<file path="src/rtl/sw2_pkg.sv">
package sw2_pkg;
  localparam int unsigned NUM_PORTS = 2;
  localparam int unsigned SET_W     = 2;

  typedef enum logic [SET_W-1:0] {
    SET_STRAIGHT = 2'b00,
    SET_EXCHANGE = 2'b01,
    SET_BCAST_UP = 2'b10,
    SET_BCAST_LO = 2'b11
  } sw_setting_e;

  // port index: 0 = upper, 1 = lower
  localparam int unsigned PORT_UP = 0;
  localparam int unsigned PORT_LO = 1;
endpackage

</file>
<file path="src/rtl/sw2_route_dec.sv">
module sw2_route_dec
  import sw2_pkg::*;
(
  input  logic                 route_en_i,
  input  sw_setting_e          setting_i,
  input  logic                 up_valid_i,
  input  logic                 up_req_i,
  input  logic                 lo_valid_i,
  input  logic                 lo_req_i,
  output logic [NUM_PORTS-1:0] src_lo_o,
  output logic [NUM_PORTS-1:0] src_en_o,
  output logic                 conflict_o
);

  always_comb begin
    src_lo_o   = '0;
    src_en_o   = '0;
    conflict_o = 1'b0;
    if (route_en_i) begin
      for (int k = 0; k < NUM_PORTS; k++) begin
        if (up_valid_i && (up_req_i == k[0])) begin
          src_en_o[k] = 1'b1;
          src_lo_o[k] = 1'b0;
        end else if (lo_valid_i && (lo_req_i == k[0])) begin
          src_en_o[k] = 1'b1;
          src_lo_o[k] = 1'b1;
        end
      end
      conflict_o = up_valid_i && lo_valid_i && (up_req_i == lo_req_i);
    end else begin
      unique case (setting_i)
        SET_STRAIGHT: begin
          src_lo_o = 2'b10;
          src_en_o = {lo_valid_i, up_valid_i};
        end
        SET_EXCHANGE: begin
          src_lo_o = 2'b01;
          src_en_o = {up_valid_i, lo_valid_i};
        end
        SET_BCAST_UP: begin
          src_lo_o = 2'b00;
          src_en_o = {up_valid_i, up_valid_i};
        end
        SET_BCAST_LO: begin
          src_lo_o = 2'b11;
          src_en_o = {lo_valid_i, lo_valid_i};
        end
        default: begin
          src_lo_o = '0;
          src_en_o = '0;
        end
      endcase
    end
  end

endmodule

</file>
<file path="src/rtl/sw2_xbar.sv">
module sw2_xbar
  import sw2_pkg::*;
#(
  parameter int unsigned DATA_W = 8
) (
  input  logic [NUM_PORTS-1:0]             src_lo_i,
  input  logic [NUM_PORTS-1:0]             src_en_i,
  input  logic [DATA_W-1:0]                up_data_i,
  input  logic [DATA_W-1:0]                lo_data_i,
  output logic [NUM_PORTS-1:0]             valid_o,
  output logic [NUM_PORTS-1:0][DATA_W-1:0] data_o
);

  for (genvar g = 0; g < NUM_PORTS; g++) begin : g_out
    assign valid_o[g] = src_en_i[g];
    // idle outputs carry zeros
    assign data_o[g]  = !src_en_i[g] ? '0 :
                        (src_lo_i[g] ? lo_data_i : up_data_i);
  end

endmodule

</file>
<file path="src/rtl/sw2_out_reg.sv">
module sw2_out_reg
  import sw2_pkg::*;
#(
  parameter int unsigned DATA_W = 8
) (
  input  logic                             clk_i,
  input  logic                             rst_ni,
  input  logic [NUM_PORTS-1:0]             valid_i,
  input  logic [NUM_PORTS-1:0][DATA_W-1:0] data_i,
  input  logic                             conflict_i,
  output logic [NUM_PORTS-1:0]             valid_o,
  output logic [NUM_PORTS-1:0][DATA_W-1:0] data_o,
  output logic                             conflict_o
);

  for (genvar g = 0; g < NUM_PORTS; g++) begin : g_reg
    always_ff @(posedge clk_i or negedge rst_ni) begin
      if (!rst_ni) begin
        valid_o[g] <= 1'b0;
        data_o[g]  <= '0;
      end else begin
        valid_o[g] <= valid_i[g];
        data_o[g]  <= data_i[g];
      end
    end
  end

  always_ff @(posedge clk_i or negedge rst_ni) begin
    if (!rst_ni) conflict_o <= 1'b0;
    else         conflict_o <= conflict_i;
  end

endmodule

</file>
<file path="src/rtl/sw2_elem.sv">
module sw2_elem
  import sw2_pkg::*;
#(
  parameter int unsigned DATA_W   = 8,
  parameter int unsigned DEST_W   = 3,
  parameter int unsigned DEST_LSB = 5,
  parameter int unsigned STAGE    = 0
) (
  input  logic              clk_i,
  input  logic              rst_ni,
  input  logic              route_en_i,
  input  logic [1:0]        setting_i,
  input  logic              up_valid_i,
  input  logic [DATA_W-1:0] up_data_i,
  input  logic              lo_valid_i,
  input  logic [DATA_W-1:0] lo_data_i,
  output logic              up_valid_o,
  output logic [DATA_W-1:0] up_data_o,
  output logic              lo_valid_o,
  output logic [DATA_W-1:0] lo_data_o,
  output logic              conflict_o
);

  // stage 0 steers on the destination MSB
  localparam int unsigned SEL_POS = DEST_LSB + DEST_W - 1 - STAGE;

  logic [NUM_PORTS-1:0]             src_lo, src_en;
  logic                             conflict_d;
  logic [NUM_PORTS-1:0]             nxt_valid, q_valid;
  logic [NUM_PORTS-1:0][DATA_W-1:0] nxt_data, q_data;

  sw2_route_dec u_dec (
    .route_en_i (route_en_i),
    .setting_i  (sw_setting_e'(setting_i)),
    .up_valid_i (up_valid_i),
    .up_req_i   (up_data_i[SEL_POS]),
    .lo_valid_i (lo_valid_i),
    .lo_req_i   (lo_data_i[SEL_POS]),
    .src_lo_o   (src_lo),
    .src_en_o   (src_en),
    .conflict_o (conflict_d)
  );

  sw2_xbar #(.DATA_W(DATA_W)) u_xbar (
    .src_lo_i  (src_lo),
    .src_en_i  (src_en),
    .up_data_i (up_data_i),
    .lo_data_i (lo_data_i),
    .valid_o   (nxt_valid),
    .data_o    (nxt_data)
  );

  sw2_out_reg #(.DATA_W(DATA_W)) u_oreg (
    .clk_i      (clk_i),
    .rst_ni     (rst_ni),
    .valid_i    (nxt_valid),
    .data_i     (nxt_data),
    .conflict_i (conflict_d),
    .valid_o    (q_valid),
    .data_o     (q_data),
    .conflict_o (conflict_o)
  );

  assign up_valid_o = q_valid[PORT_UP];
  assign up_data_o  = q_data[PORT_UP];
  assign lo_valid_o = q_valid[PORT_LO];
  assign lo_data_o  = q_data[PORT_LO];

endmodule

</file>
<file path="config.mk">
export PLATFORM = sky130hd
export DESIGN_NAME = sw2_elem
export DESIGN_NICKNAME = d
export VERILOG_FILES = /design/src/rtl/sw2_pkg.sv /design/src/rtl/sw2_route_dec.sv /design/src/rtl/sw2_xbar.sv /design/src/rtl/sw2_out_reg.sv /design/src/rtl/sw2_elem.sv
export SDC_FILE = /design/constraint.sdc
export NUM_CORES = 1
export LEC_CHECK = 0
export BUFFER_PORTS_ARGS = -buffer_cell sky130_fd_sc_hd__buf_2
export CAP_MARGIN = 20
export CORE_MARGIN = 2
export CORE_UTILIZATION = 42
export CTS_BUF_LIST = sky130_fd_sc_hd__clkbuf_4 sky130_fd_sc_hd__clkbuf_8
export DETAILED_ROUTE_END_ITERATION = 7
export PLACE_DENSITY = 0.8
export SYNTH_ARGS = -nofsm -noshare
export SYNTH_HDL_FRONTEND = slang
export SYNTH_HIERARCHICAL = 1
export SYNTH_SLANG_ARGS = --single-unit
</file>
<file path="constraint.sdc">
create_clock -name clk_i -period 0.8 [get_ports clk_i]
set_input_delay 0.16 -clock clk_i [delete_from_list [all_inputs] [get_ports clk_i]]
set_output_delay 0.16 -clock clk_i [all_outputs]
set_load 0.05 [all_outputs]
</file>
==> results.md, run 1 <==
- Outcome: finished with violations
- Failing checks: setup timing
- Cell accounting for the most synthesized area: dfrtp_1
- Placed cell count: 156
- Wire length on met1: 947 um
- Synth top area share: 49.7%
- Simple-Gate Fraction of Synth Area: 16.3%
- Least-Margin Pin Slew: 0.416 ns
- Pwr/cell area: 1680 nW/um^2
- Starting Density: 43.7%
- Worst Path Buf+Inv: 1
- Asr flop ratio synth: 100%
- Worst hold path type: input pin to flop
- Die width: 51.7 um
- Non-filler instance count after layout: 163
- Slew margin rel.: 72.3%
- Synthesized area per cell: 11.4 um^2
- Worst setup EP type: output port
- Leading post-synthesis cells by cell area: dfrtp_1, mux2i_1, nor2b_1, ha_1, o21ai_0
- Synth Net Count: 111
- Largest net degree at the start of global routing: 20
- DRT antenna net count: 0
- # IOs: 42
- Most frequent cell after synthesis: dfrtp_1
- Max-cap viol count: 0
- Final Hold Viols: 0
- Largest fanout on the critical path: 1
- Clk pin slew, worst setup/hold paths: 0.11 ns
- Worst setup margin: -0.244 ns
- Std cell rows: 17
- Post-synth EDFFs: 0
- Footprint of the multi-input gates: 589 um^2
- DR WL met3: 109 um
- DR iter-0 viols: 15
- Core area: 2190 um^2
- Final setup violation count: 36
- Die area: 2680 um^2
- Via density: 4.95
- Multiplexer share of the synthesized area: 16.7%
- Highest Signal Layer: met4
- # diodes: 0
- CP Class: flop to output port
- Top cell family by delay on the critical path: flip-flops
- Worst Hold Slack: 0.141 ns
- DRT Pass-1 Iters: 4
- Commonest cells in the netlist: dfrtp_1, mux2i_1, nor2b_1
- Initial antenna violation count: 0
- Seq/Total Area, Yosys: 49.7%
- Largest family of logic cells by synthesized area: multiplexers
- Slowest-stage cell, CP: dfrtp_1
- Input/output buffers: 41
- Critical Path AT: 0.88 ns
- GPL Wtd Cong: 0.864
- Total routing usage reported by global routing: 17.7%
- Minimum clock period: 1.04 ns
- Post-Synth Adder-Cell Area: 5.23%
- Vias in the first global route: 849
- Total CTS buffers: 3
- Max clock buf depth: 2
- Storage element area: 475 um^2
- Netlist Area Pre-Place: 957 um^2
- H-tree levels: 1
- Netlist cell types: 18
- Synth warn: 6
- Mapped Cells: 84
- Final Max Tran Viols: 0
- CP Launch Type: flop
- Xor/xnor share of the synthesized area: 0.915%
- Lkg Pwr: 0.737 nW
- Dpl ws: -0.681 ns
- Die Y: 51.7 um
- CTS tree: built
- Net count, final: 163
- FILL cells: 156
- GRT overflow: 0
- Final period util: 130%
- Cells along the critical path: buf_6
- Required @ worst endpoint: 0.64 ns
- Global-route wire length before repair: 3530 um
- Max VDD drop: 0.929 mV
- DR vias: 807
- Routed wire length: 2330 um
- Final Total Pwr: 2.69 mW
- Seq cells post-synth: 19
- Unrepaired setup endpoints after global routing: true
- Post-DP HPWL: 1500 um
- Worst stage delay on the critical path: 0.42 ns
- DRC errors left: 0
- Share of layout cells above drive strength 1: 58.5%
- Met2 routed WL: 1250 um
- Root Driver: clkbuf_4
- TritonCTS Sinks: 19
- Area delta synth->final: 67.1%
- Postcts setup bufs: 0
- Detailed-route wire length per cell: 14.3 um
- Compound-Gate Fraction of Synth Area: 5.62%
- Max Fclk: 958 MHz
- Most used DFF post-synth: dfrtp_1
==> cell type report <==
| cell class | instances | share of cell area (%) |
|---|---|---|
| Clock inverter | 1 | 0.313 |
| Sequential cell | 19 | 29.7 |
| Timing Repair Buffer | 49 | 27.2 |
| Multi-Input combinational cell | 59 | 36.9 |
| Tap cell | 28 | 2.19 |
| Inverter | 4 | 2.27 |
| Clock buffer | 3 | 1.41 |
==> per-stage QoR <==
step	cell area [um^2]	utilization, %	setup TNS [ns]
after global routing	1600	73.0	-6.74
after floorplan	1020	-	-3.94
final	1600	73.0	-5.73
after detailed placement	1290	58.8	-10.98
after CTS	1550	70.7	-5.21
after global placement	1290	58.8	-10.14
==> report_power, final <==
part           total (mW)  switching (mW)  internal (mW)
Combinational        1.12           0.648          0.476
Sequential           1.10          0.0457           1.05
Clock               0.468           0.282          0.186
Total                2.69           0.975           1.71
==> registers in the layout, indices dropped and copies added (netlist names) <==
register           count
u_oreg/data_o         16
u_oreg/valid_o         2
u_oreg/conflict_o      1
==> repair_timing <==
item                                    CTS  global route
gates resized for setup                  59            14
pin swaps                                 5             1
hold buffers                              1             0
endpoints found under the setup margin   37            36
cloned                                    2             0
endpoints found under the hold margin    19             0
==> layout by cell type (no fill, tap or decap), drive strengths merged <==
cell and instances:
mux2i 16, o311ai 1, nor2b 16, dfrtp 19, o21a 4, clkbuf 4
nand2 2, inv 4, nand3 2, clkinv 1, dlygate4sd3 1, nor2 3
nand4b 1, buf 47, ha 4, nand2b 2, o21ai 6, xor2 1
nand4 1
==> kinds of logic (layout without fill, tap and decap cells) <==
logic type	Yosys count	count (layout)
flops	19	19
buf+inv	8	57
compound gates	9	11
mux	16	16
xor+xnor	1	1
fa+ha+maj	4	4
simple gates	27	27
==> worst paths after layout <==
path                                              from                     endpoint  slack, ns  depth (start not counted)
hold / removal                              up_valid_i  u_oreg/conflict_o$_DFF_PN0_       0.14                          3
max in group asynchronous                       rst_ni  u_oreg/data_o[15]$_DFF_PN0_       0.17                          2
setup / recovery           u_oreg/data_o[12]$_DFF_PN0_                 lo_data_o[4]      -0.24                          1
min in group asynchronous                       rst_ni  u_oreg/data_o[10]$_DFF_PN0_       0.33                          2
==> metal layers <==
layer,GRT usage (%),vias to the layer above
met5,0,-
met1,18.6,385
li1,-,387
met2,34.2,31
met3,2.01,4
met4,8.77,0
Note: power is estimated with default switching activity, not from simulation.
==> run 2: changes to the inputs <==
--- a/config.mk
+++ b/config.mk
@@ -9,9 +9,9 @@
 export CAP_MARGIN = 20
 export CORE_MARGIN = 2
 export CORE_UTILIZATION = 42
-export CTS_BUF_LIST = sky130_fd_sc_hd__clkbuf_4 sky130_fd_sc_hd__clkbuf_8
+export CTS_BUF_LIST = sky130_fd_sc_hd__clkbuf_2 sky130_fd_sc_hd__clkbuf_4 sky130_fd_sc_hd__clkbuf_8
 export DETAILED_ROUTE_END_ITERATION = 7
-export PLACE_DENSITY = 0.8
+export PLACE_DENSITY = 0.83
 export SYNTH_ARGS = -nofsm -noshare
 export SYNTH_HDL_FRONTEND = slang
 export SYNTH_HIERARCHICAL = 1
==> constraint.sdc (replaced) <==
create_clock -name clk_i -period 0.9 [get_ports clk_i]
set_input_delay 0.18 -clock clk_i [delete_from_list [all_inputs] [get_ports clk_i]]
set_output_delay 0.18 -clock clk_i [all_outputs]
set_load 0.05 [all_outputs]
==> results.md, run 2 (same netlist as run 1, synthesis figures left out) <==
- Most frequent cells in the layout: buf_6, dfrtp_1, buf_2
- Worst Path Buf+Inv: 1
- Most common cell after layout, fill and taps aside: buf_6
- Largest net degree at the start of global routing: 20
- # diodes: 0
- CP Class: flop to output port
- Pwr/cell area: 1490 nW/um^2
- Std cell rows: 17
- Detailed-route wire length per cell: 16.3 um
- GPL Wtd Cong: 0.877
- Max clock buf depth: 2
- Least-Margin Pin Slew: 0.402 ns
- DRT antenna net count: 0
- H-tree levels: 1
- CP Depth: 1
- Via density: 5.15
- Worst hold path type: input pin to flop
- Vias in the first global route: 848
- Unrepaired setup endpoints after global routing: true
- Worst setup margin: -0.158 ns
- Slew margin rel.: 73.2%
- Die width: 51.7 um
- Starting Density: 43.7%
- Global-route wire length before repair: 4020 um
- Core area: 2190 um^2
- DRT Pass-1 Iters: 4
- Max Fclk: 945 MHz
- Minimum clock period: 1.06 ns
- Initial antenna violation count: 0
- Critical Path AT: 0.88 ns
- Highest Signal Layer: met4
- Final setup violation count: 33
- Lkg Pwr: 0.756 nW
- Total routing usage reported by global routing: 20.9%
- Routed wire length: 2670 um
- Post-DP HPWL: 1580 um
- Worst stage delay on the critical path: 0.41 ns
- Failing checks: setup timing
- Final period util: 118%
- DR WL met3: 108 um
- Final Hold Viols: 0
- Top flop regs: u_oreg/data_o: 16 flops, u_oreg/valid_o: 2 flops, u_oreg/conflict_o: 1 flops
- Met2 routed WL: 1520 um
- Top cell family by delay on the critical path: flip-flops
- Non-filler instance count after layout: 164
- Root Driver: clkbuf_4
- DR vias: 845
- Placed cell count: 156
- Max FFs per register: 16
- # IOs: 42
- Area delta synth->final: 70.7%
- Worst Hold Slack: 0.150 ns
- Total CTS buffers: 3
- Die Y: 51.7 um
- Input/output buffers: 41
- TritonCTS Sinks: 19
- DR iter-0 viols: 6
- GRT overflow: 0
- Most flops, register: u_oreg/data_o
- Final Max Tran Viols: 0
- DRC errors left: 0
- Share of layout cells above drive strength 1: 58.1%
- Cells along the critical path: buf_6
- Slowest-stage cell, CP: dfrtp_1
- Largest fanout on the critical path: 1
- CTS tree: built
- Max VDD drop: 0.989 mV
- Required @ worst endpoint: 0.72 ns
- Die area: 2680 um^2
- Hold Path Stages: 3
- Net count, final: 164
- Max-cap viol count: 0
- Clk pin slew, worst setup/hold paths: 0.11 ns
- Worst setup EP type: output port
- Outcome: finished with violations
- Wire length on met1: 968 um
- CP Launch Type: flop
## run 2: cell type report
class	count	area (um^2)
clock buffer	3	22.5
sequential	19	475
multi-input combinational	59	612
timing repair buffer	50	445
clock inverter	1	5.00
fill	158	557
inverter	4	38.8
tap	28	35.0
## run 2: power by group
group          switching, mW  internal, mW
registers             0.0418         0.934
logic                  0.593         0.443
clock network          0.261         0.166
total                  0.896          1.54
## run 2: path summary, 6_finish.rpt
kind,startpoint,endpoint
max in group asynchronous,rst_ni,u_oreg/data_o[15]$_DFF_PN0_
min in group asynchronous,rst_ni,u_oreg/data_o[11]$_DFF_PN0_
worst min-delay path,up_data_i[6],u_oreg/data_o[6]$_DFF_PN0_
worst max-delay path,u_oreg/data_o[14]$_DFF_PN0_,lo_data_o[6]
## run 2: what timing repair did
action,in CTS,in global routing
gates resized for setup,60,17
pin swaps,3,3
buffers inserted,0,1
hold buffers,1,0
endpoints found under the hold margin,19,0
endpoints found under the setup margin,37,35
gates cloned,1,1
## run 2: metrics by stage
step	area (um^2)	util (%)	setup TNS [ns]	power, mW	setup slack, ns
5_1_grt	1630	74.6	-4.44	2.54	-0.185
4_1_cts	1540	70.3	-2.58	2.34	-0.140
6_report	1630	74.6	-3.28	2.44	-0.158
3_3_place_gp	1290	58.8	-8.83	1.72	-0.558
3_5_place_dp	1290	58.8	-9.85	1.74	-0.654
2_1_floorplan	1020	-	-2.50	1.51	-0.159
## run 2: routing by layer
metal	vias up	global-route usage, %
met4	0	6.58
met5	-	0
met2	31	42.3
met1	418	22.1
met3	6	2.30
li1	390	-
